`config.mk`:
```
export PLATFORM = sky130hd
export DESIGN_NAME = msgirq_decoder
export DESIGN_NICKNAME = d
export VERILOG_FILES = /design/src/rtl/msgirq_pkg.sv /design/src/rtl/msgirq_decode.sv /design/src/rtl/msgirq_pending.sv /design/src/rtl/msgirq_arbiter.sv /design/src/rtl/msgirq_decoder.sv
export SDC_FILE = /design/constraint.sdc
export NUM_CORES = 1
export LEC_CHECK = 0
export CELL_PAD_IN_SITES_DETAIL_PLACEMENT = 0
export CELL_PAD_IN_SITES_GLOBAL_PLACEMENT = 1
export CORE_MARGIN = 3
export CORE_UTILIZATION = 39
export DETAILED_ROUTE_END_ITERATION = 6
export GPL_TIMING_DRIVEN = 0
export PLACE_DENSITY_LB_ADDON = 0.12
export SLEW_MARGIN = 40
export SYNTH_ARGS = -nofsm -noshare
export SYNTH_HDL_FRONTEND = slang
export SYNTH_SLANG_ARGS = --single-unit
```
`constraint.sdc`:
```
create_clock -name clk -period 12.4 [get_ports clk]
set_input_delay 2.48 -clock clk [delete_from_list [all_inputs] [get_ports clk]]
set_output_delay 2.48 -clock clk [all_outputs]
set_load 0.1 [all_outputs]
```
`src/rtl/msgirq_pkg.sv`:
```
package msgirq_pkg;
  localparam int unsigned DEF_ADDR_W    = 32;
  localparam int unsigned DEF_DATA_W    = 32;
  localparam int unsigned DEF_NUM_LINES = 24;
  localparam int unsigned DEF_VEC_W     = 5;
  localparam logic [31:0] DEF_BASE_ADDR = 32'hFEC0_0000;
  localparam logic [31:0] DEF_PIN_OFS   = 32'h0000_0020;
  // lines 0, 2, 8 and 13 are never raised by a message
  localparam logic [23:0] DEF_RSV_MASK  = 24'h00_2105;
endpackage

```
`src/rtl/msgirq_decode.sv`:
```
module msgirq_decode
  import msgirq_pkg::*;
#(
  parameter int unsigned ADDR_W    = DEF_ADDR_W,
  parameter int unsigned DATA_W    = DEF_DATA_W,
  parameter int unsigned NUM_LINES = DEF_NUM_LINES,
  parameter int unsigned VEC_W     = DEF_VEC_W,
  parameter logic [ADDR_W-1:0] BASE_ADDR = DEF_BASE_ADDR,
  parameter logic [ADDR_W-1:0] PIN_OFS   = DEF_PIN_OFS,
  parameter logic [NUM_LINES-1:0] RSV_MASK = DEF_RSV_MASK
) (
  input  logic                 clk,
  input  logic                 rst,
  input  logic                 bus_valid,
  input  logic                 bus_write,
  input  logic [ADDR_W-1:0]    bus_addr,
  input  logic [DATA_W-1:0]    bus_wdata,
  input  logic                 ctrl_enable,
  input  logic                 cap_ok,
  input  logic [NUM_LINES-1:0] line_level,
  input  logic [NUM_LINES-1:0] line_en,
  output logic                 claim,
  output logic [NUM_LINES-1:0] set_vec,
  output logic                 mode_fault
);
  localparam logic [ADDR_W-1:0] TARGET = BASE_ADDR + PIN_OFS;

  logic [VEC_W-1:0]     vec;
  logic [NUM_LINES-1:0] sel;
  logic [NUM_LINES-1:0] legal_sel;
  logic                 wr_hit;

  assign vec = bus_wdata[VEC_W-1:0];

  // one-hot line select; numbers beyond the last line select nothing
  for (genvar g = 0; g < NUM_LINES; g++) begin : g_sel
    assign sel[g] = (vec == VEC_W'(g));
  end

  assign legal_sel  = sel & ~RSV_MASK;
  assign claim      = bus_valid && (bus_addr == TARGET) && ctrl_enable && cap_ok;
  assign wr_hit     = claim && bus_write;
  assign set_vec    = {NUM_LINES{wr_hit}} & legal_sel & ~line_level & line_en;
  assign mode_fault = wr_hit && |(legal_sel & line_level);

  assert_onehot_set_R2: assert property (@(posedge clk) disable iff (rst)
    $onehot0(set_vec));
  assert_no_reserved_R6: assert property (@(posedge clk) disable iff (rst)
    (set_vec & RSV_MASK) == '0);
  assert_gate_R3: assert property (@(posedge clk) disable iff (rst)
    !(ctrl_enable && cap_ok) |-> (set_vec == '0 && !mode_fault));
endmodule

```
`src/rtl/msgirq_pending.sv`:
```
module msgirq_pending #(
  parameter int unsigned NUM_LINES = 24
) (
  input  logic                 clk,
  input  logic                 rst,
  input  logic [NUM_LINES-1:0] set_vec,
  input  logic [NUM_LINES-1:0] clr_vec,
  input  logic                 fault,
  output logic [NUM_LINES-1:0] pend_q,
  output logic [NUM_LINES-1:0] pend_d,
  output logic                 err_q
);
  // a set in the same cycle as a clear keeps the bit
  assign pend_d = (pend_q & ~clr_vec) | set_vec;

  always_ff @(posedge clk) begin
    if (rst) begin
      pend_q <= '0;
      err_q  <= 1'b0;
    end else begin
      pend_q <= pend_d;
      if (fault) err_q <= 1'b1;
    end
  end

  assert_set_wins_R10: assert property (@(posedge clk) disable iff (rst)
    (set_vec != '0) |=> ((pend_q & $past(set_vec)) == $past(set_vec)));
  assert_err_sticky_R7: assert property (@(posedge clk) disable iff (rst)
    err_q |=> err_q);
endmodule

```
`src/rtl/msgirq_arbiter.sv`:
```
module msgirq_arbiter #(
  parameter int unsigned NUM_LINES = 24,
  localparam int unsigned LINE_W = $clog2(NUM_LINES)
) (
  input  logic                 clk,
  input  logic                 rst,
  input  logic [NUM_LINES-1:0] pend_d,
  input  logic                 dlv_ready,
  output logic                 dlv_valid,
  output logic [LINE_W-1:0]    dlv_line
);
  logic              dv_q;
  logic [LINE_W-1:0] dl_q;
  logic [LINE_W-1:0] last_q;
  logic [LINE_W-1:0] base;
  logic [LINE_W-1:0] pick;
  logic              found;
  logic              hold;

  assign hold = dv_q && !dlv_ready;

  always_comb begin
    base  = (dv_q && dlv_ready) ? dl_q : last_q;
    found = 1'b0;
    pick  = '0;
    for (int i = 0; i < NUM_LINES; i++) begin
      int idx;
      idx = int'(base) + 1 + i;
      if (idx >= int'(NUM_LINES)) idx = idx - int'(NUM_LINES);
      if (!found && pend_d[idx]) begin
        found = 1'b1;
        pick  = LINE_W'(idx);
      end
    end
  end

  always_ff @(posedge clk) begin
    if (rst) begin
      dv_q   <= 1'b0;
      dl_q   <= '0;
      last_q <= LINE_W'(NUM_LINES - 1);
    end else if (!hold) begin
      dv_q   <= found;
      dl_q   <= pick;
      last_q <= base;
    end
  end

  assign dlv_valid = dv_q;
  assign dlv_line  = dl_q;

  assert_hold_R12: assert property (@(posedge clk) disable iff (rst)
    (dlv_valid && !dlv_ready) |=> (dlv_valid && $stable(dlv_line)));
endmodule

```
`src/rtl/msgirq_decoder.sv`:
```
module msgirq_decoder
  import msgirq_pkg::*;
#(
  parameter int unsigned ADDR_W    = DEF_ADDR_W,
  parameter int unsigned DATA_W    = DEF_DATA_W,
  parameter int unsigned NUM_LINES = DEF_NUM_LINES,
  parameter int unsigned VEC_W     = DEF_VEC_W,
  parameter logic [ADDR_W-1:0] BASE_ADDR = DEF_BASE_ADDR,
  parameter logic [ADDR_W-1:0] PIN_OFS   = DEF_PIN_OFS,
  parameter logic [NUM_LINES-1:0] RSV_MASK = DEF_RSV_MASK,
  localparam int unsigned LINE_W = $clog2(NUM_LINES)
) (
  input  logic                 clk,
  input  logic                 rst,
  input  logic                 bus_valid,
  input  logic                 bus_write,
  input  logic [ADDR_W-1:0]    bus_addr,
  input  logic [DATA_W-1:0]    bus_wdata,
  output logic [DATA_W-1:0]    bus_rdata,
  output logic                 bus_claim,
  input  logic                 ctrl_enable,
  input  logic                 ext_enable,
  input  logic                 cap_request,
  output logic                 cap_status,
  input  logic [NUM_LINES-1:0] line_level,
  input  logic [NUM_LINES-1:0] line_en,
  output logic [NUM_LINES-1:0] pending,
  output logic                 mode_err,
  output logic                 dlv_valid,
  output logic [LINE_W-1:0]    dlv_line,
  input  logic                 dlv_ready
);
  logic                 cap_ok;
  logic                 claim_c;
  logic                 fault_c;
  logic [NUM_LINES-1:0] set_vec;
  logic [NUM_LINES-1:0] clr_vec;
  logic [NUM_LINES-1:0] pend_d;

  assign cap_ok = cap_request && ext_enable;

  always_ff @(posedge clk) begin
    if (rst) begin
      cap_status <= 1'b0;
      bus_claim  <= 1'b0;
    end else begin
      cap_status <= cap_ok;
      bus_claim  <= claim_c;
    end
  end

  assign bus_rdata = '0;

  msgirq_decode #(
    .ADDR_W(ADDR_W), .DATA_W(DATA_W), .NUM_LINES(NUM_LINES), .VEC_W(VEC_W),
    .BASE_ADDR(BASE_ADDR), .PIN_OFS(PIN_OFS), .RSV_MASK(RSV_MASK)
  ) u_decode (
    .clk(clk), .rst(rst),
    .bus_valid(bus_valid), .bus_write(bus_write),
    .bus_addr(bus_addr), .bus_wdata(bus_wdata),
    .ctrl_enable(ctrl_enable), .cap_ok(cap_ok),
    .line_level(line_level), .line_en(line_en),
    .claim(claim_c), .set_vec(set_vec), .mode_fault(fault_c)
  );

  for (genvar g = 0; g < NUM_LINES; g++) begin : g_clr
    assign clr_vec[g] = dlv_valid && dlv_ready && (dlv_line == LINE_W'(g));
  end

  msgirq_pending #(.NUM_LINES(NUM_LINES)) u_pending (
    .clk(clk), .rst(rst),
    .set_vec(set_vec), .clr_vec(clr_vec), .fault(fault_c),
    .pend_q(pending), .pend_d(pend_d), .err_q(mode_err)
  );

  msgirq_arbiter #(.NUM_LINES(NUM_LINES)) u_arb (
    .clk(clk), .rst(rst),
    .pend_d(pend_d), .dlv_ready(dlv_ready),
    .dlv_valid(dlv_valid), .dlv_line(dlv_line)
  );

  assert_offer_pending_R9: assert property (@(posedge clk) disable iff (rst)
    dlv_valid |-> pending[dlv_line]);
  assert_clear_on_accept_R9: assert property (@(posedge clk) disable iff (rst)
    (dlv_valid && dlv_ready && !set_vec[dlv_line]) |=> !pending[$past(dlv_line)]);
  assert_cap_ext_R4: assert property (@(posedge clk) disable iff (rst)
    !$past(ext_enable) |-> !cap_status);
endmodule

```
==> impl_metrics.tcl <==
set metrics [dict create \
    outcome "completed" \
    rsz0062_at_grt "no" \
    synth-seq-cells 38 \
    min_period_ns 12.13 \
    p_clk_frac 0.063 \
    synth_top_flop_cell "dfxtp_1" \
    layout.nets 1716 \
    power_leakage_nw 4.67 \
    cts.clk_slew.worst_paths_ns 0.07 \
    num_antenna_cells 0 \
    synth_area_leaders "dfxtp_1 (7.8%), nand2_1 (5.1%), ha_1 (5.0%)" \
    drt_pass1_iterations 6 \
    slew_headroom 0.401 \
    timing_worst_slew_pin_value_ns 0.892 \
    initialDrtViolationCount 2061 \
    core_um2 24400 \
    rows 57 \
    fin_worst_skew_ns 0.0130 \
    synth-xor-area-share 0.0369 \
    max_freq_mhz 82.5 \
    synth_edf_count 0 \
    ant_nets 0 \
    yosys.area.top_type_share 0.0784 \
    dp_cells 1871 \
    ios 185 \
    ys_seq_area_frac 0.0784 \
    grt_max_degree 16 \
    critPathMaxFanout 11 \
    final_area_um2 11700 \
    synth_top_family_by_area "compound AO/OA/AOI/OAI gates" \
    route.detailed.drc 0 \
    post-route-period-util 0.978 \
    gp_congestion 1.04 \
    power_w 0.00285 \
    power_switching_w 0.00180 \
    wl_mm 52.7 \
    slowest_stage "clkbuf_1" \
    final_layout_size_suffix_gt1_frac 0.141 \
    critPathLaunchType "input pin" \
    syn_inst 1399 \
    initial_core_util 0.398 \
    async_flop_share 0 \
    syn_area_um2 9700 \
    die_h_um 164 \
    seqCellArea_um2 761 \
    maxCapViolCount 0 \
    synth-compound-area-share 0.356 \
    avgRoutedWirePerCell_um 28.0 \
    synth.avg_cell_area_um2 6.94 \
    end_kind "flop" \
    grt_overflow 0 \
    synthSimpleGateAreaFrac 0.342 \
    pwr-share-comb 0.883 \
    crit_type "in2reg" \
    cp.arrival_ns 12.32 \
    drv_slew 0 \
    crit_required_ns 12.59 \
    routed_via_density 6.92 \
    grt_pass1_vias 12000 \
    die_x_um 164 \
    fillers 2572 \
    pwr-share-seq 0.053 \
    clk_latency_ns 0.31 \
    p_per_area_nw_per_um2 245 \
    hold_viol 0 \
    synth_cell_type_count 98 \
    cts_tree "built" \
    placed_area_um2 11300 \
    hold_class "reg2reg" \
    swShare 0.630 \
    grt_pass1_wl_mm 77.4 \
    dp_hpwl_mm 42.5 \
    grt_util_all_layers 0.381 \
    r2r_slack_ns 2.03 \
    final_cells 1882 \
    clock_sinks 38 \
    io_buffers 116 \
    hold_slack_ns 0.482 \
    critPathMostFrequentCell "buf_2" \
    area_delta_synth_final_pct 20.2 \
    synth_fa_ha_area_frac 0.0503 \
    crit_path_max_incr_delay_ns 0.62 \
    clockRootBuffer "clkbuf_16" \
    fin_ws_ns 0.273 \
    cts_buffers 5 \
    final-setup-viol-count 0 \
    yosys_warnings 0 \
    htree_levels 2 \
    cts.path.max_buffers 2 \
    dieArea_um2 26800 \
    synthMuxAreaShare 0.0521 \
    antenna_found_initial 0 \
    post-place-ws_ns -0.653 \
    vias 13000 \
    worst_ir_drop_vdd_v 0.000127 \
    multi_input_area_um2 8460 \
    cell_internal_pwr_w 0.00105 \
    yosys.area.top_type "dfxtp_1" \
]
[logic make-up after synthesis]
kind of cell | count (synthesis)
AND/OR/NAND/NOR | 611
multiplexers | 48
AO/OA/AOI/OAI | 464
buffers and inverters | 176
XOR/XNOR | 22
adder cells (fa/ha/maj) | 39
flip-flops | 38
other | 1
[power groups by stage]
stage / clock network (W) / registers [W] / logic (W)
floorplan: 0 / 0.000186 / 0.00156
global placement: 0 / 0.000152 / 0.00233
detailed placement: 0 / 0.000152 / 0.00234
CTS: 0.000179 / 0.000149 / 0.00236
global route: 0.000183 / 0.000151 / 0.00264
finish: 0.000181 / 0.000152 / 0.00252
[registers in the layout, summed over array words and instances, names as in the netlist]
name and cells:
bus_claim 1, cap_status 1, u_arb.dlv_line 5, u_arb.dlv_valid 1, u_arb.last_q 5, u_pending.err_q 1
u_pending.pend_q 24
[synthesized netlist by cell type, types with 32 or more instances]
cell        n
a21oi_1    73
buf_4      32
clkbuf_1   57
dfxtp_1    38
ha_1       39
inv_1      45
nand2_1   131
nand3_1    69
nor2_1    115
nor3_1     58
nor4_1     32
o21ai_0    63
[per-layer routing]
metal / part of all wire / vias to the layer above / GRT usage
met5: 0 / - / 0
met4: 0.053 / 0 / 0.176
met3: 0.13 / 161 / 0.0855
met2: 0.41 / 979 / 0.553
met1: 0.41 / 6148 / 0.534
li1: - / 5735 / -
[final timing paths]
check	cells past startpoint	start	end
max	30	dlv_ready	u_arb.dlv_line[3]
min	2	u_pending.err_q	u_pending.err_q
max reg2reg	29	u_arb.dlv_line[0]	u_arb.dlv_line[3]
min reg2reg	2	u_pending.err_q	u_pending.err_q
[cells in the final DEF (no fill, tap or decap), types with 27 or more instances in the layout]
cell | synthesis | layout
inv_1 | 45 | 45
mux2i_1 | 28 | 27
clkbuf_1 | 57 | 54
a21oi_1 | 73 | 71
nor2_1 | 115 | 113
ha_1 | 39 | 39
nor4_1 | 32 | 27
dfxtp_1 | 38 | 38
buf_2 | 27 | 62
nor3_1 | 58 | 56
nand2_1 | 131 | 131
nand3_1 | 69 | 68
o21ai_0 | 63 | 60
buf_4 | 32 | 34
clkdlybuf4s50_1 | 0 | 83
conb_1 | 1 | 32
[worst max-delay path, delay by kind of cell]
| family | cells | cell delay, ns |
|---|---|---|
| buffers and inverters | 11 | 3.93 |
| AND/OR/NAND/NOR | 8 | 2.78 |
| AO/OA/AOI/OAI | 9 | 2.54 |
| adder cells (fa/ha/maj) | 2 | 0.54 |
[timing repair]
| action | CTS | global route |
|---|---|---|
| buffers inserted | 0 | 2 |
| hold buffers | 0 | 0 |
| gates resized for setup | 4 | 6 |
| pin swaps | 0 | 1 |
| setup endpoints to repair | 5 | 5 |
[final cells by class]
class / count / share of cell area
clock buffer: 5 / 0.0107
multi-input combinational: 1216 / 0.725
clock inverter: 3 / 0.00590
timing repair buffer: 120 / 0.0876
buffer: 125 / 0.0539
inverter: 51 / 0.0167
sequential: 38 / 0.0652
tap: 324 / 0.0348
[through the flow]
step,utilization,TNS [ns]
2_1_floorplan,-,0
3_3_place_gp,0.467,-6.43
3_5_place_dp,0.465,-2.54
4_1_cts,0.474,0
5_1_grt,0.478,0
6_report,0.478,0
No activity file was read; power rests on OpenSTA's default activity.
